===== src/rtl/exc_trk_pkg.sv =====
package exc_trk_pkg;
  typedef enum logic [1:0] {
    ST_NESTED  = 2'b00,
    ST_BASE    = 2'b01,
    ST_ILLEGAL = 2'b11
  } cmp_status_e;
endpackage


===== src/rtl/exc_num_decode.sv =====
module exc_num_decode #(
  parameter int NUM_EXC   = 12,
  parameter int RESET_NUM = 1,
  parameter int NW        = $clog2(NUM_EXC)
) (
  input  logic               req_valid,
  input  logic [NW-1:0]      req_num,
  output logic [NUM_EXC-1:0] req_oh,
  output logic               in_range
);
  assign in_range = (int'(req_num) > RESET_NUM) && (int'(req_num) < NUM_EXC);

  for (genvar i = 0; i < NUM_EXC; i++) begin : g_bit
    if (i > RESET_NUM) begin : g_live
      assign req_oh[i] = req_valid && (int'(req_num) == i);
    end else begin : g_dead
      assign req_oh[i] = 1'b0;
    end
  end
endmodule


===== src/rtl/exc_cmp_eval.sv =====
module exc_cmp_eval
  import exc_trk_pkg::*;
#(
  parameter int NUM_EXC = 12
) (
  input  logic               cmp_valid,
  input  logic               cmp_in_range,
  input  logic [NUM_EXC-1:0] cmp_oh,
  input  logic [NUM_EXC-1:0] active_q,
  output logic               legal,
  output cmp_status_e        status_next
);
  logic only_one;

  assign legal    = cmp_valid && cmp_in_range && (|(cmp_oh & active_q));
  assign only_one = ($countones(active_q) == 1);

  always_comb begin
    if (!legal)        status_next = ST_ILLEGAL;
    else if (only_one) status_next = ST_BASE;
    else               status_next = ST_NESTED;
  end
endmodule


===== src/rtl/exc_state_regs.sv =====
module exc_state_regs #(
  parameter int NUM_EXC = 12
) (
  input  logic               clk,
  input  logic               rst,
  input  logic [NUM_EXC-1:0] ack_oh,
  input  logic [NUM_EXC-1:0] sp_oh,
  input  logic [NUM_EXC-1:0] clr_oh,
  input  logic [NUM_EXC-1:0] repend_oh,
  output logic [NUM_EXC-1:0] active_q,
  output logic [NUM_EXC-1:0] pending_q
);
  always_ff @(posedge clk) begin
    if (rst) begin
      active_q  <= '0;
      pending_q <= '0;
    end else begin
      active_q  <= (active_q & ~clr_oh) | ack_oh;
      pending_q <= (pending_q | sp_oh | repend_oh) & ~ack_oh;
    end
  end
endmodule


===== src/rtl/exc_completion_tracker.sv =====
module exc_completion_tracker
  import exc_trk_pkg::*;
#(
  parameter int               NUM_EXC    = 12,
  parameter int               RESET_NUM  = 1,
  parameter logic [NUM_EXC-1:0] LEVEL_MASK = 12'hF30,
  localparam int              NW         = $clog2(NUM_EXC)
) (
  input  logic               clk,
  input  logic               rst,
  input  logic               ack_valid,
  input  logic [NW-1:0]      ack_num,
  input  logic               setpend_valid,
  input  logic [NW-1:0]      setpend_num,
  input  logic               cmp_valid,
  input  logic [NW-1:0]      cmp_num,
  input  logic [NUM_EXC-1:0] line_level,
  output logic               done_o,
  output logic [1:0]         status_o,
  output logic [NUM_EXC-1:0] pending_o,
  output logic [NUM_EXC-1:0] active_o
);
  logic [NUM_EXC-1:0] ack_oh, sp_oh, cmp_oh, clr_oh, repend_oh;
  logic               ack_rng, sp_rng, cmp_rng, legal;
  cmp_status_e        status_next;
  cmp_status_e        status_q;

  exc_num_decode #(.NUM_EXC(NUM_EXC), .RESET_NUM(RESET_NUM), .NW(NW)) u_dec_ack (
    .req_valid(ack_valid), .req_num(ack_num), .req_oh(ack_oh), .in_range(ack_rng));
  exc_num_decode #(.NUM_EXC(NUM_EXC), .RESET_NUM(RESET_NUM), .NW(NW)) u_dec_sp (
    .req_valid(setpend_valid), .req_num(setpend_num), .req_oh(sp_oh), .in_range(sp_rng));
  exc_num_decode #(.NUM_EXC(NUM_EXC), .RESET_NUM(RESET_NUM), .NW(NW)) u_dec_cmp (
    .req_valid(cmp_valid), .req_num(cmp_num), .req_oh(cmp_oh), .in_range(cmp_rng));

  exc_cmp_eval #(.NUM_EXC(NUM_EXC)) u_eval (
    .cmp_valid(cmp_valid), .cmp_in_range(cmp_rng), .cmp_oh(cmp_oh),
    .active_q(active_o), .legal(legal), .status_next(status_next));

  assign clr_oh    = legal ? cmp_oh : '0;
  assign repend_oh = clr_oh & LEVEL_MASK & line_level;

  exc_state_regs #(.NUM_EXC(NUM_EXC)) u_state (
    .clk(clk), .rst(rst), .ack_oh(ack_oh), .sp_oh(sp_oh), .clr_oh(clr_oh),
    .repend_oh(repend_oh), .active_q(active_o), .pending_q(pending_o));

  always_ff @(posedge clk) begin
    if (rst) begin
      done_o   <= 1'b0;
      status_q <= ST_NESTED;
    end else begin
      done_o <= cmp_valid;
      if (cmp_valid) status_q <= status_next;
    end
  end
  assign status_o = status_q;

  // acknowledge marks active and drops pending
  assert_ack_sets_active_R2: assert property (@(posedge clk) disable iff (rst)
    (ack_valid && ack_rng) |=> (((active_o & $past(ack_oh)) == $past(ack_oh)) &&
                                ((pending_o & $past(ack_oh)) == '0)));

  // set-pending raises pending unless an acknowledge hits the same bit
  assert_setpend_R3: assert property (@(posedge clk) disable iff (rst)
    (setpend_valid && sp_rng && !(|(sp_oh & ack_oh))) |=>
      ((pending_o & $past(sp_oh)) == $past(sp_oh)));

  // an illegal completion alone leaves both vectors untouched
  assert_illegal_no_change_R4: assert property (@(posedge clk) disable iff (rst)
    (cmp_valid && !legal && !ack_valid && !setpend_valid) |=>
      ($stable(active_o) && $stable(pending_o) && status_o == 2'b11));

  // return-to-base only when exactly one exception was active
  assert_base_one_active_R5: assert property (@(posedge clk) disable iff (rst)
    (done_o && status_o == 2'b01) |-> ($countones($past(active_o)) == 1));

  // legal completion clears its active bit unless re-acknowledged
  assert_clear_active_R6: assert property (@(posedge clk) disable iff (rst)
    (legal && !(|(cmp_oh & ack_oh))) |=> ((active_o & $past(clr_oh)) == '0));

  // still-high level source is pending again
  assert_repend_R7: assert property (@(posedge clk) disable iff (rst)
    (|(repend_oh & ~ack_oh)) |=>
      ((pending_o & $past(repend_oh & ~ack_oh)) == $past(repend_oh & ~ack_oh)));

  // done strobe follows each completion request by one cycle
  assert_done_strobe_R8: assert property (@(posedge clk) disable iff (rst)
    cmp_valid |=> done_o);
  assert_done_idle_R8: assert property (@(posedge clk) disable iff (rst)
    !cmp_valid |=> (!done_o && $stable(status_o)));
  assert_status_code_R8: assert property (@(posedge clk) disable iff (rst)
    status_o != 2'b10);
endmodule


===== config.mk =====
export PLATFORM = sky130hd
export DESIGN_NAME = exc_completion_tracker
export DESIGN_NICKNAME = d
export VERILOG_FILES = /design/src/rtl/exc_trk_pkg.sv /design/src/rtl/exc_num_decode.sv /design/src/rtl/exc_cmp_eval.sv /design/src/rtl/exc_state_regs.sv /design/src/rtl/exc_completion_tracker.sv
export SDC_FILE = /design/constraint.sdc
export NUM_CORES = 1
export LEC_CHECK = 0
export BUFFER_PORTS_ARGS = -buffer_cell sky130_fd_sc_hd__clkbuf_2
export CORE_MARGIN = 4
export CORE_UTILIZATION = 47
export DETAILED_ROUTE_END_ITERATION = 6
export PLACE_DENSITY = 0.78
export RECOVER_POWER = 100
export SETUP_SLACK_MARGIN = 0.2
export SLEW_MARGIN = 5
export SYNTH_ARGS = -nofsm -noshare
export SYNTH_HDL_FRONTEND = slang
export SYNTH_SLANG_ARGS = --single-unit
export TNS_END_PERCENT = 20

===== constraint.sdc =====
create_clock -name clk -period 4.2 [get_ports clk]
set_clock_uncertainty 0.1 [all_clocks]
set_input_delay 0.84 -clock clk [delete_from_list [all_inputs] [get_ports clk]]
set_output_delay 0.84 -clock clk [all_outputs]
set_load 0.03 [all_outputs]

==> results of run 1 <==
worst min-delay path: cells and delay by family (launching register included):
family | cells | cell delay [ps]
AO/OA/AOI/OAI | 1 | 50
AND/OR/NAND/NOR | 1 | 90
flip-flops | 1 | 330
cell usage after synthesis:
library cell,instances
sky130_fd_sc_hd__a211oi_1,2
sky130_fd_sc_hd__a211oi_2,1
sky130_fd_sc_hd__a21oi_1,12
sky130_fd_sc_hd__a221oi_1,4
sky130_fd_sc_hd__a22oi_1,1
sky130_fd_sc_hd__a311oi_1,2
sky130_fd_sc_hd__a31oi_1,2
sky130_fd_sc_hd__and3_1,3
sky130_fd_sc_hd__and3_4,1
sky130_fd_sc_hd__and3b_1,3
sky130_fd_sc_hd__and4_1,1
sky130_fd_sc_hd__buf_2,1
sky130_fd_sc_hd__buf_4,4
sky130_fd_sc_hd__buf_6,1
sky130_fd_sc_hd__clkbuf_1,2
sky130_fd_sc_hd__conb_1,1
sky130_fd_sc_hd__dfxtp_1,23
sky130_fd_sc_hd__fa_1,6
sky130_fd_sc_hd__ha_1,7
sky130_fd_sc_hd__inv_1,14
sky130_fd_sc_hd__mux2_2,1
sky130_fd_sc_hd__mux2i_1,1
sky130_fd_sc_hd__nand2_1,5
sky130_fd_sc_hd__nand2b_1,3
sky130_fd_sc_hd__nand3_1,8
sky130_fd_sc_hd__nand3b_1,2
sky130_fd_sc_hd__nand4_1,2
sky130_fd_sc_hd__nand4b_1,1
sky130_fd_sc_hd__nor2_1,22
sky130_fd_sc_hd__nor2b_1,9
sky130_fd_sc_hd__nor3_1,11
sky130_fd_sc_hd__nor3b_1,2
sky130_fd_sc_hd__nor4_2,1
sky130_fd_sc_hd__o21ai_0,1
per-layer routing:
metal | vias to the layer above | routed length [um] | track usage [%] | part of all wire [%]
li1 | 639 | - | - | -
met1 | 589 | 1467 | 24.75 | 44
met2 | 47 | 1518 | 27.65 | 46
met3 | 8 | 265 | 5.579 | 8.0
met4 | 0 | 64 | 5.455 | 1.9
met5 | - | 0 | 0 | 0
logic make-up (layout without fill, tap and decap cells):
kind of cell / after synthesis / count (layout) / share of synthesized area (%)
AOI/OAI and AO/OA: 25 / 25 / 12.10
adders and majority gates: 13 / 13 / 15.22
DFF: 23 / 23 / 33.73
buffers and inverters: 22 / 63 / 7.791
and+or+nand+nor: 74 / 74 / 29.33
other: 1 / 4 / 0.2747
muxes: 2 / 2 / 1.558
worst paths after layout:
kind / start / end / cells past startpoint
hold / removal: status_o[0]$_SDFFE_PP0P_ / status_o[0]$_SDFFE_PP0P_ / 2
hold reg to reg: status_o[0]$_SDFFE_PP0P_ / status_o[0]$_SDFFE_PP0P_ / 2
setup reg to reg: u_state.active_q[10]$_SDFF_PP0_ / status_o[0]$_SDFFE_PP0P_ / 10
setup / recovery: u_state.active_q[10]$_SDFF_PP0_ / status_o[0]$_SDFFE_PP0P_ / 10
flip-flops by register name, summed over array words and instances (netlist names):
| signal | count |
|---|---|
| status_o | 2 |
| u_state.active_q | 10 |
| done_o | 1 |
| u_state.pending_q | 10 |
area by class of cell:
cell class / instances / area [sq um] / area share [%]
Timing Repair Buffer: 45 / 193.9 / 12.39
Inverter: 14 / 52.55 / 3.357
Multi-Input combinational cell: 118 / 793.3 / 50.68
Tap cell: 31 / 38.79 / 2.478
Sequential cell: 23 / 460.4 / 29.42
Clock buffer: 4 / 26.28 / 1.679
stage by stage:
stage	setup slack [ps]	utilization (%)	std cells	hold slack (ps)
floorplan	862.8	-	163	508.4
global placement	921.5	57.53	231	385.4
detailed placement	900.9	57.53	231	393.0
CTS	873.4	58.48	235	414.0
global route	704.9	56.76	235	430.1
finish	885.0	56.76	235	397.2
power by group:
group	switching, mW	leakage, nW	internal (mW)	total (mW)
Combinational	0.0497	0.451	0.0243	0.0740
Clock	0.0656	0.0150	0.0371	0.103
Sequential	0.00440	0.187	0.224	0.229
Total	0.120	0.653	0.286	0.405
==> flow_results.org, run 1 <==
** Setup path
- Cells traversed along the worst timing path :: ha_1, inv_1, fa_1, fa_1, fa_1, fa_1, nor3_1, mux2_2, nand3_1, a211oi_1
- The largest individual stage delay along the critical path comes from the cell sky130_fd_sc_hd__fa_1.
- On the critical path the largest part of the delay comes from adder cells.
- The critical path in this run is classified as flop to flop.
- Among the stages of the critical path, the cell type that occurs most often is sky130_fd_sc_hd__fa_1.
- Endpoint required time on the critical path :: between 4000 and 5000 ps
- Reg2reg setup slack :: about 900 ps
- CP Buf/Inv Count :: 1
- CP endpoint kind :: flop
- Maximum fanout along the worst path :: 4
- Peak per-stage delay on the critical path :: 570 ps
- Data on the critical path arrives at its endpoint at around 3400 ps.
- Kind of start point of the critical path :: flop

** STA
- Tcrit/Tclk final :: between 70 and 80%
- Final max-slew violation count :: 0
- At the pin with the least slew margin, the transition time is around 1000 ps.
- The clock period could shrink to between 3000 and 4000 ps.
- FMAX :: ~300 MHz
- Final setup TNS :: 0 ps
- # setup viols final :: 0
- The hold violation total from the final report came to 0.
- Setup repair after global routing left no endpoint under its margin.
- Headroom to the max-slew limit came out at 33.20%.

** CTS
- CTS placed an instance of sky130_fd_sc_hd__clkbuf_4 at the clock tree root.
- TritonCTS built the clock tree.
- Clock transition at the registers of the reported paths :: approximately 120 ps
- In this run the deepest clock path goes through 2 buffers.
- Once the clock tree was built, the resizer swapped 0 gates to a different size.
- For the worst-skew pair, the clock arrives at the later sink with an insertion delay of ~310 ps.
- Clock H-tree levels :: 1
- Postcts setup bufs :: 0
- After clock tree synthesis, the flow added hold-fix buffers numbering 0.
- Number of CTS-inserted buffers :: 3
- Sinks on the clock net :: 23

** Layout
- Total non-filler cell area in the finished layout :: ~0.0016 sq mm
- In the layout the commonest cells are sky130_fd_sc_hd__clkbuf_1, sky130_fd_sc_hd__dfxtp_1, sky130_fd_sc_hd__nor2_1, sky130_fd_sc_hd__clkbuf_2, sky130_fd_sc_hd__inv_1.
- Proportion of layout cells with a drive suffix above 1 :: 11.76%
- Number of diodes :: 0
- From synthesis to final layout, the design area changed by 14.67%.
- Fin nets :: about 250
- Commonest non-fill, non-tap cell in the layout :: sky130_fd_sc_hd__clkbuf_1
- Fill cells in the final layout number ~310.

** Yosys
- Yosys warnings :: 0
- The cell count after synthesis came out at between 150 and 200.
- Counting flops and latches in the post-synthesis netlist gives 23.
- After synthesis, flip-flops and latches occupy about a third of the total area.
- After synthesis, the cell types taking the most area are sky130_fd_sc_hd__dfxtp_1, sky130_fd_sc_hd__fa_1, sky130_fd_sc_hd__ha_1.
- Share of the synthesized area in the top cell type :: 33.73%
- In this run the mean area of a mapped cell was roughly 8.5 sq um.
- In this run, distinct cell masters in the synthesized netlist total 34.
- The mapped netlist covers approximately 0.0014 sq mm.
- Of all cell types, the one taking the most synthesized area is sky130_fd_sc_hd__dfxtp_1.

** Place
- RD Place Congestion :: about 0.8
- Once detailed placement completed, the half-perimeter wirelength came to ~2.7 mm.
- Instance area at placement :: approximately 0.0016 sq mm
- Input and output buffers added on the ports amount to between 40 and 50.

** Job
- Reported max-cap violation count :: 0

** Drt
- The count of nets left with antenna violations once routing finished came out at 0.
- For this block, the initial DRC count from the detailed router was roughly 80.
- After detailed routing, the average wire length per cell comes to 14.11 um.
- In the routed layout, each cell is associated on average with a via count of around 5.5.
- The first TritonRoute pass finished after 4 iterations.
- Drt drc :: 0
- Total wirelength of the detailed-routed design :: around 3.3 mm
- The routed layout has 1283 vias.

** Floorplan
- The initialized floorplan defines 19 standard-cell rows.
- The initial utilization of the core area, before any placement, comes to 49.50%.
- Chip height :: 61.89 um
- For this design the top-level I/O count stands at 56.
- Area of the core :: between 0.002 and 0.003 sq mm
- Die outline width :: ~62 um
- The die covers about 0.0038 sq mm.

** Global route
- Total overflow reported by the global router :: 0
- All-Layer GR Usage :: between 10% and 20%
- The first global-routing pass estimated 5.112 mm of wire.
- Largest net degree at the start of global routing :: 24
- The number of antenna violations at the first check in global routing came to 0.
- The number of global-route vias before repair is ~1100.

** Power and ir drop
- The worst-case IR drop observed on VDD is 0.2365 mV.
- Dividing total power by cell area gives a power density of 258.9 mW/mm^2.
- Total power for the finished layout comes to a little over 0.4 mW.
- Summed over all cells, the static leakage comes to between 0.6 and 0.7 nW.

** Worst hold path
- Type of the most critical hold path :: flop to flop

** Outcome
- Status :: finished clean
No activity file was read; power rests on OpenSTA's default activity.
==> run 2, diff against run 1 <==
--- a/config.mk
+++ b/config.mk
@@ -5,11 +5,12 @@
 export SDC_FILE = /design/constraint.sdc
 export NUM_CORES = 1
 export LEC_CHECK = 0
+export ABC_AREA = 1
 export BUFFER_PORTS_ARGS = -buffer_cell sky130_fd_sc_hd__clkbuf_2
 export CORE_MARGIN = 4
-export CORE_UTILIZATION = 47
+export CORE_UTILIZATION = 48
 export DETAILED_ROUTE_END_ITERATION = 6
-export PLACE_DENSITY = 0.78
+export PLACE_DENSITY = 0.79
 export RECOVER_POWER = 100
 export SETUP_SLACK_MARGIN = 0.2
 export SLEW_MARGIN = 5
==> constraint.sdc (replaced) <==
create_clock -name clk -period 3.2 [get_ports clk]
set_clock_uncertainty 0.1 [all_clocks]
set_input_delay 0.64 -clock clk [delete_from_list [all_inputs] [get_ports clk]]
set_output_delay 0.64 -clock clk [all_outputs]
set_load 0.03 [all_outputs]
==> run 2 against run 1 <==
Against the previous run:
- core utilization up 3.5 points
- critical endpoint unchanged
- cell count increased by 15%
- design area is 7.0% higher
- clock-buffer cell count unchanged
- sequential power increased by 30%
- fmax rose by 7.7%
- clock power rose by 28%
==> flow_results.org, run 2 <==
** Outcome
- The run finished with clean final reports.

** Setup path
- In this design, the critical path's most frequently occurring cell is sky130_fd_sc_hd__fa_1.
- In this run the register-to-register setup slack is 120 ps.
- Endpoint required time on the critical path :: 3350 ps
- The number of buffers and inverters on the critical path is 1.
- Cells traversed along the worst timing path :: ha_1, inv_1, fa_1, fa_1, fa_2, fa_1, nor3b_2, o211ai_1, a21oi_1
- The setup path with the least slack is of type flop to flop.
- On the critical path the largest part of the delay comes from adder cells.
- Maximum fanout along the worst path :: 4
- CP max-delay cell :: sky130_fd_sc_hd__fa_1
- Reg2Reg Launch Point :: u_state.active_q[7]$_SDFF_PP0_
- In this run the critical register-to-register path is captured at status_o[0]$_SDFFE_PP0P_.
- Launch point of the critical path :: u_state.active_q[7]$_SDFF_PP0_
- In this design, the stage delay of the slowest critical-path cell is roughly 570 ps.
- STA puts the critical path data arrival time at between 3000 and 4000 ps.
- Kind of start point of the critical path :: flop
- FF-to-FF path depth :: 9
- CP endpoint kind :: flop

** Layout
- Commonest cells after routing, fill and taps aside :: sky130_fd_sc_hd__inv_1, sky130_fd_sc_hd__nor2_1, sky130_fd_sc_hd__clkbuf_1, sky130_fd_sc_hd__nand2_1, sky130_fd_sc_hd__a21oi_1
- The library cell used most frequently in the layout, excluding fill and tap cells, is sky130_fd_sc_hd__inv_1.
- Number of diodes :: 0
- Proportion of layout cells with a drive suffix above 1 :: around 17%
- Layout overhead on the synthesized area :: 19.23%
- Utilization after layout :: roughly three fifths
- At the end of the flow, the number of nets in the layout was 282.

** CTS
- After clock tree synthesis, the clock-pin slew on the worst setup and hold paths is between 100 and 150 ps.
- Clock tree from TritonCTS :: done
- CTS built an H-tree with a depth of 1.
- The clock net in this run drives a total of 23 sinks.
- Number of CTS-inserted buffers :: 3
- The clock reaches the later pin of the worst-skew pair after 310 ps.
- No sink is reached through more buffers than the 2 on the longest clock path.
- Clock root buffer :: sky130_fd_sc_hd__clkbuf_4

** Power and ir drop
- Pwr dens :: between 300 and 400 mW/mm^2
- Leakage power summed over all cells :: roughly 0.77 nW
- Total power draw :: about 0.54 mW
- The worst-case IR drop observed on VDD is between 0.2 and 0.3 mV.

** Job
- Max-cap violations in this run came to 0.

** Floorplan
- Initial core utilization :: 50.52%
- Row generation in the floorplan step produced 19 rows.
- During I/O placement, the number of pins put on the boundary was 56.
- Measured along the x axis, the die boundary spans 62.11 um.
- The floorplan step defined a core boundary enclosing between 0.002 and 0.003 sq mm.
- The floorplan step defined a die boundary enclosing about 0.0039 sq mm.
- Measured along the y axis, the die boundary spans 62.11 um.

** Yosys
- Counting distinct cell types in the post-synthesis netlist gives 26.
- Counting every instance in the synthesized netlist gives 189.
- The synthesized design contains 0 enable-type register cells.
- Share of the synthesized area in the top cell type :: 32.77%
- Leading post-synthesis cells by instance count :: sky130_fd_sc_hd__inv_1, sky130_fd_sc_hd__nor2_1, sky130_fd_sc_hd__nand2_1
- Mapped Avg Cell Area :: around 7.4 sq um
- Yosys warnings :: 0
- After synthesis the cells add up to around 0.0014 sq mm.
- In the post-synthesis netlist, the biggest area contributors are sky130_fd_sc_hd__dfxtp_1, sky130_fd_sc_hd__fa_1, sky130_fd_sc_hd__inv_1.
- Number of synthesized register bits :: 23
- For this run, the register share of the synthesized area comes to around a third.
- Of all flip-flops after synthesis, the portion carrying an async set or reset was 0%.
- In the synthesized netlist the dominant register cell turns out to be sky130_fd_sc_hd__dfxtp_1.
- Most frequent cell after synthesis :: sky130_fd_sc_hd__inv_1
- Of all cell types, the one taking the most synthesized area is sky130_fd_sc_hd__dfxtp_1.

** Global route
- The number of antenna violations at the first check in global routing was 0.
- Vias in the first global route :: around 1300
- Global-route wire length before repair :: 6.044 mm
- All-Layer GR Usage :: approximately a fifth
- Total overflow reported by the global router :: 0
- Entering global routing, the biggest net connects 20 pins.

** Place
- The HPWL after detailed placement is roughly 2.9 mm.
- The congestion estimate from routability-driven global placement came to just under 0.9.
- Count of buffers inserted at the top-level ports :: 45

** Drt
- TritonRoute pass-1 iters :: 4
- Drt drc :: 0
- Total wirelength of the detailed-routed design :: approximately 3.5 mm
- Initial drt markers :: 40
- After detailed routing, the average wire length per cell comes to between 10 and 15 um.
- The detail route stage leaves a number of antenna-violating nets equal to 0.
- In the routed layout, each cell is associated on average with a via count of about 5.
- DR vias :: about 1400

** STA
- The hold violation total from the final report came to 0.
- The smallest clock period supported by the final layout is computed as between 3000 and 4000 ps.
- Setup repair after global routing could not meet its margin everywhere.
- Hold is met by 380.1 ps.
- Final max-slew violation count :: 0
- Based on the critical path, the design can be clocked at up to around 320 MHz.
- Setup violations remaining at the end of the flow were counted as 0.
- The worst path uses 96.20% of the clock period.

** Worst hold path
- Type of the most critical hold path :: flop to flop
- The startpoint identified for the worst hold timing path is u_state.pending_q[3]$_SDFF_PP0_.
- Min-Delay Path Depth :: 2
- Sink of the worst hold path :: u_state.pending_q[3]$_SDFF_PP0_
[run 2: logic make-up after synthesis]
logic type,Yosys count,share of synthesized area [%]
AND/OR/NAND/NOR,85,29.74
adder cells (fa/ha/maj),13,14.78
AO/OA/AOI/OAI,30,11.40
other,1,0.2669
buffers and inverters,37,11.04
flip-flops,23,32.77
[run 2: area by class of cell]
class,count,area [sq um]
Clock buffer,4,26.28
Fill cell,295,1106
Inverter,31,116.4
Multi-Input combinational cell,132,797.0
Sequential cell,23,475.5
Tap cell,31,38.79
Timing Repair Buffer,49,221.5
[run 2: timing repair]
item / in CTS / in global routing
hold buffers: 0 / 0
gates resized for setup: 3 / 0
buffers inserted: 4 / 0
pin swaps: 5 / 3
endpoints found under the hold margin: 0 / 0
endpoints found under the setup margin: 1 / 1
[run 2: worst max-delay path by stage]
stage,end,slack [ps],cells after the start
after floorplan,status_o[0]$_SDFFE_PP0P_,200,9
after global placement,status_o[0]$_SDFFE_PP0P_,160,9
after detailed placement,status_o[0]$_SDFFE_PP0P_,110,9
after CTS,status_o[0]$_SDFFE_PP0P_,90,9
after global routing,status_o[0]$_SDFFE_PP0P_,-40,11
final,status_o[0]$_SDFFE_PP0P_,120,9
[run 2: worst reg2reg max path, stage by stage, from the launching register on]
cell and delay, ps:
sky130_fd_sc_hd__dfxtp_2 360, sky130_fd_sc_hd__ha_1 280, sky130_fd_sc_hd__inv_1 60, sky130_fd_sc_hd__fa_1 570, sky130_fd_sc_hd__fa_1 430, sky130_fd_sc_hd__fa_2 370, sky130_fd_sc_hd__fa_1 480, sky130_fd_sc_hd__nor3b_2 150
sky130_fd_sc_hd__o211ai_1 100, sky130_fd_sc_hd__a21oi_1 120
[run 2: where the power goes]
part | switching (mW) | total, mW | internal [mW]
sequential | 0.00546 | 0.298 | 0.292
combinational | 0.0737 | 0.108 | 0.0343
clock | 0.0831 | 0.132 | 0.0486
total | 0.162 | 0.538 | 0.375
[run 2: per-layer routing]
layer  wire length (um)  track usage [%]  part of all wire, %
met5                  0                0                    0
met4                 28            4.065                 0.79
met3                228            3.243                  6.4
met2               1723            33.03                   49
met1               1561            24.80                   44
[run 2: per-stage QoR]
stage	worst slack (ps)	TNS (ps)	cells	area, sq um
2_1_floorplan	202.7	0	192	1436
5_1_grt	-36.35	-36.35	270	1675
3_3_place_gp	159.5	0	262	1662
6_report	121.5	0	270	1675
3_5_place_dp	109.6	0	262	1662
4_1_cts	92.17	0	270	1733
==> run 3, diff against run 2 <==
--- a/config.mk
+++ b/config.mk
@@ -7,6 +7,7 @@
 export LEC_CHECK = 0
 export ABC_AREA = 1
 export BUFFER_PORTS_ARGS = -buffer_cell sky130_fd_sc_hd__clkbuf_2
+export CORE_ASPECT_RATIO = 0.9
 export CORE_MARGIN = 4
 export CORE_UTILIZATION = 48
 export DETAILED_ROUTE_END_ITERATION = 6
==> run 3 against run 2 <==
Against the previous run:
- register-to-register slack worse by 80 ps
- clock power hardly changed
- clock-buffer cell count stayed put
- global-route usage is 0.22 points lower
- fmax is 2.6% lower
- critical path depth stayed put
- routed wire length is 0.88% lower
- critical endpoint unchanged
- largest power group unchanged
==> flow_results.org, run 3 (synthesized netlist as in run 2, its figures left out) <==
** Setup path
- The setup path with the least slack is of type flop to flop.
- Kind of start point of the critical path :: flop
- Maximum fanout along the worst path :: 5
- Together, buffers and inverters on the worst path number 1.
- At the worst endpoint, the arrival time is between 3000 and 4000 ps.
- STA classifies the critical path endpoint as a flop.
- FF-to-FF path depth :: 9
- Among all stages on the critical path, the largest delay is contributed by sky130_fd_sc_hd__fa_1.
- Stages on the worst setup path :: 9
- In this design, the stage delay of the slowest critical-path cell is around 560 ps.
- Endpoint required time on the critical path :: 3360 ps
- In this design, the largest share of critical-path delay is due to adder cells.
- Cells traversed along the worst timing path :: ha_4, inv_2, fa_1, fa_1, fa_2, fa_2, nor3b_2, o211ai_1, a21oi_1

** Outcome
- Status :: finished clean

** Layout
- The post-route netlist has 19.92% of its cells at a drive strength greater than 1.
- Number of non-filler instances in the completed layout :: around 280
- The finished cells cover roughly 0.0017 sq mm.
- The net count of the finished layout is 279.
- Commonest non-fill, non-tap cell in the layout :: sky130_fd_sc_hd__inv_1
- Number of diodes :: 0
- Commonest cells after routing, fill and taps aside :: sky130_fd_sc_hd__inv_1, sky130_fd_sc_hd__nor2_1, sky130_fd_sc_hd__clkbuf_2, sky130_fd_sc_hd__nand2_1
- From synthesis to final layout, the design area changed by 19.59%.
- Utilization after layout :: 60.66%

** Floorplan
- For this configuration, the core starts out at a cell density of 50.72%.
- Chip height :: 59.33 um
- Die footprint :: 0.003858 sq mm
- The floorplan step defined a core boundary enclosing about 0.0028 sq mm.
- During I/O placement, the number of pins put on the boundary was between 50 and 60.
- Die outline width :: about 65 um
- Number of cell rows :: 18

** CTS
- CTS built an H-tree with a depth of 1.
- Clock tree synthesis found a total of 23 sinks.
- Max clock buf depth :: 2
- Clock transition at the registers of the reported paths :: roughly 120 ps
- CTS placed an instance of sky130_fd_sc_hd__clkbuf_4 at the clock tree root.
- Number of CTS-inserted buffers :: 3
- Clock tree from TritonCTS :: done
- The later pin in the worst-skew pair is clocked with a latency of ~310 ps.

** Drt
- DR vias :: 1358
- After detailed routing, the number of remaining DRC violations is 0.
- Total wirelength of the detailed-routed design :: 3.510 mm
- Wire length per cell after detailed routing :: 12.72 um
- TritonRoute pass-1 iters :: 4
- The detailed router finished its first iteration with 83 violations.
- Top sig layer :: met4
- After detailed routing, the met2 layer carries around 1.6 mm of wire.
- Routed Antenna Nets :: 0
- Total length of routed met3 wires :: 244 um
- In the routed layout, each cell is associated on average with a via count of slightly below 5.
- After detailed routing, the wire length on met1 is 1.637 mm.

** Place
- Port buffering added 45 buffers.
- In this run, placement finished with an instance count of 271.
- Detailed placement HPWL :: 2.922 mm
- The congestion estimate from routability-driven global placement came to 0.8300.
- Setup slack after placement :: between 60 and 70 ps
- Instance area at placement :: approximately 0.0017 sq mm

** STA
- Clock period minus final worst setup slack :: around 3200 ps
- The number of slew-limit violations in the final report is 0.
- Slew at the pin closest to its max-slew limit :: about 570 ps
- Final setup TNS :: 0 ps
- Setup repair after global routing could not meet its margin everywhere.
- Hold is met by 375.6 ps.
- Measured against its own limit, the worst slew margin works out to between 60 and 70%.
- Setup slack of the critical path after layout :: between 40 and 50 ps
- For this run, the top clock speed supported by timing is 316.5 MHz.
- Setup violations remaining at the end of the flow were counted as 0.
- Tcrit/Tclk final :: a little over nine tenths
- Hold violation total from the final report :: 0

** Power and ir drop
- Total power draw :: around 0.54 mW
- Leakage power summed over all cells :: ~0.8 nW
- IR analysis of the VDD net gives a maximum drop of approximately 0.24 mV.
- Power spread over the standard cell area amounts to 322.2 mW/mm^2.

** Global route
- The total overflow left after global routing is 0.
- The number of global-route vias before repair came to ~1300.
- All-Layer GR Usage :: roughly a fifth
- Global-route wire length before repair :: 5.554 mm
- The number of antenna violations at the first check in global routing is 0.
- Entering global routing, the biggest net connects 20 pins.

** Worst hold path
- In this run the worst hold path is classified as flop to flop.
- Min-Delay Path Depth :: 2

** Job
- Reported max-cap violation count :: 0
## run 3: cell types whose count changed in the layout (fill, tap and decap cells not counted), sizes merged
cell / change
buf: -3
## run 3: timing repair
item	in CTS	in global routing
endpoints found under the setup margin	1	1
resized for setup	0	3
hold buffers	0	0
buffers inserted	1	0
endpoints found under the hold margin	0	0
## run 3: path summary, 6_finish.rpt
path	from	endpoint	slack, ps
worst max-delay path	u_state.active_q[10]$_SDFF_PP0_	status_o[0]$_SDFFE_PP0P_	40
worst max register to register	u_state.active_q[10]$_SDFF_PP0_	status_o[0]$_SDFFE_PP0P_	40
worst min register to register	u_state.pending_q[3]$_SDFF_PP0_	u_state.pending_q[3]$_SDFF_PP0_	380
worst min-delay path	u_state.pending_q[3]$_SDFF_PP0_	u_state.pending_q[3]$_SDFF_PP0_	380
## run 3: final cells by class
type | count | area, sq um
well taps | 40 | 50.05
repair buffers | 46 | 209.0
multi-input cells | 132 | 805.8
inverters | 31 | 116.4
flip-flops and latches | 23 | 473.0
clock buffers | 4 | 26.28
fillers | 286 | 1090
## run 3: worst register-to-register path, delay by kind of cell, from the launching register on
kind	cells	cell delay, ps
AO/OA/AOI/OAI	2	280
buffers and inverters	1	30
flip-flops	1	390
AND/OR/NAND/NOR	1	160
adder cells (fa/ha/maj)	5	2140
## run 3: where the power goes
group | leakage, nW | internal, mW | switching [mW]
Clock | 0.0150 | 0.0487 | 0.0854
Combinational | 0.580 | 0.0342 | 0.0739
Sequential | 0.190 | 0.293 | 0.00590
Total | 0.786 | 0.376 | 0.165
## run 3: per-layer routing
layer	up-vias	track usage [%]
li1	703	-
met1	607	25.53
met2	44	31.20
met3	4	4.934
met4	0	3.254
met5	-	0
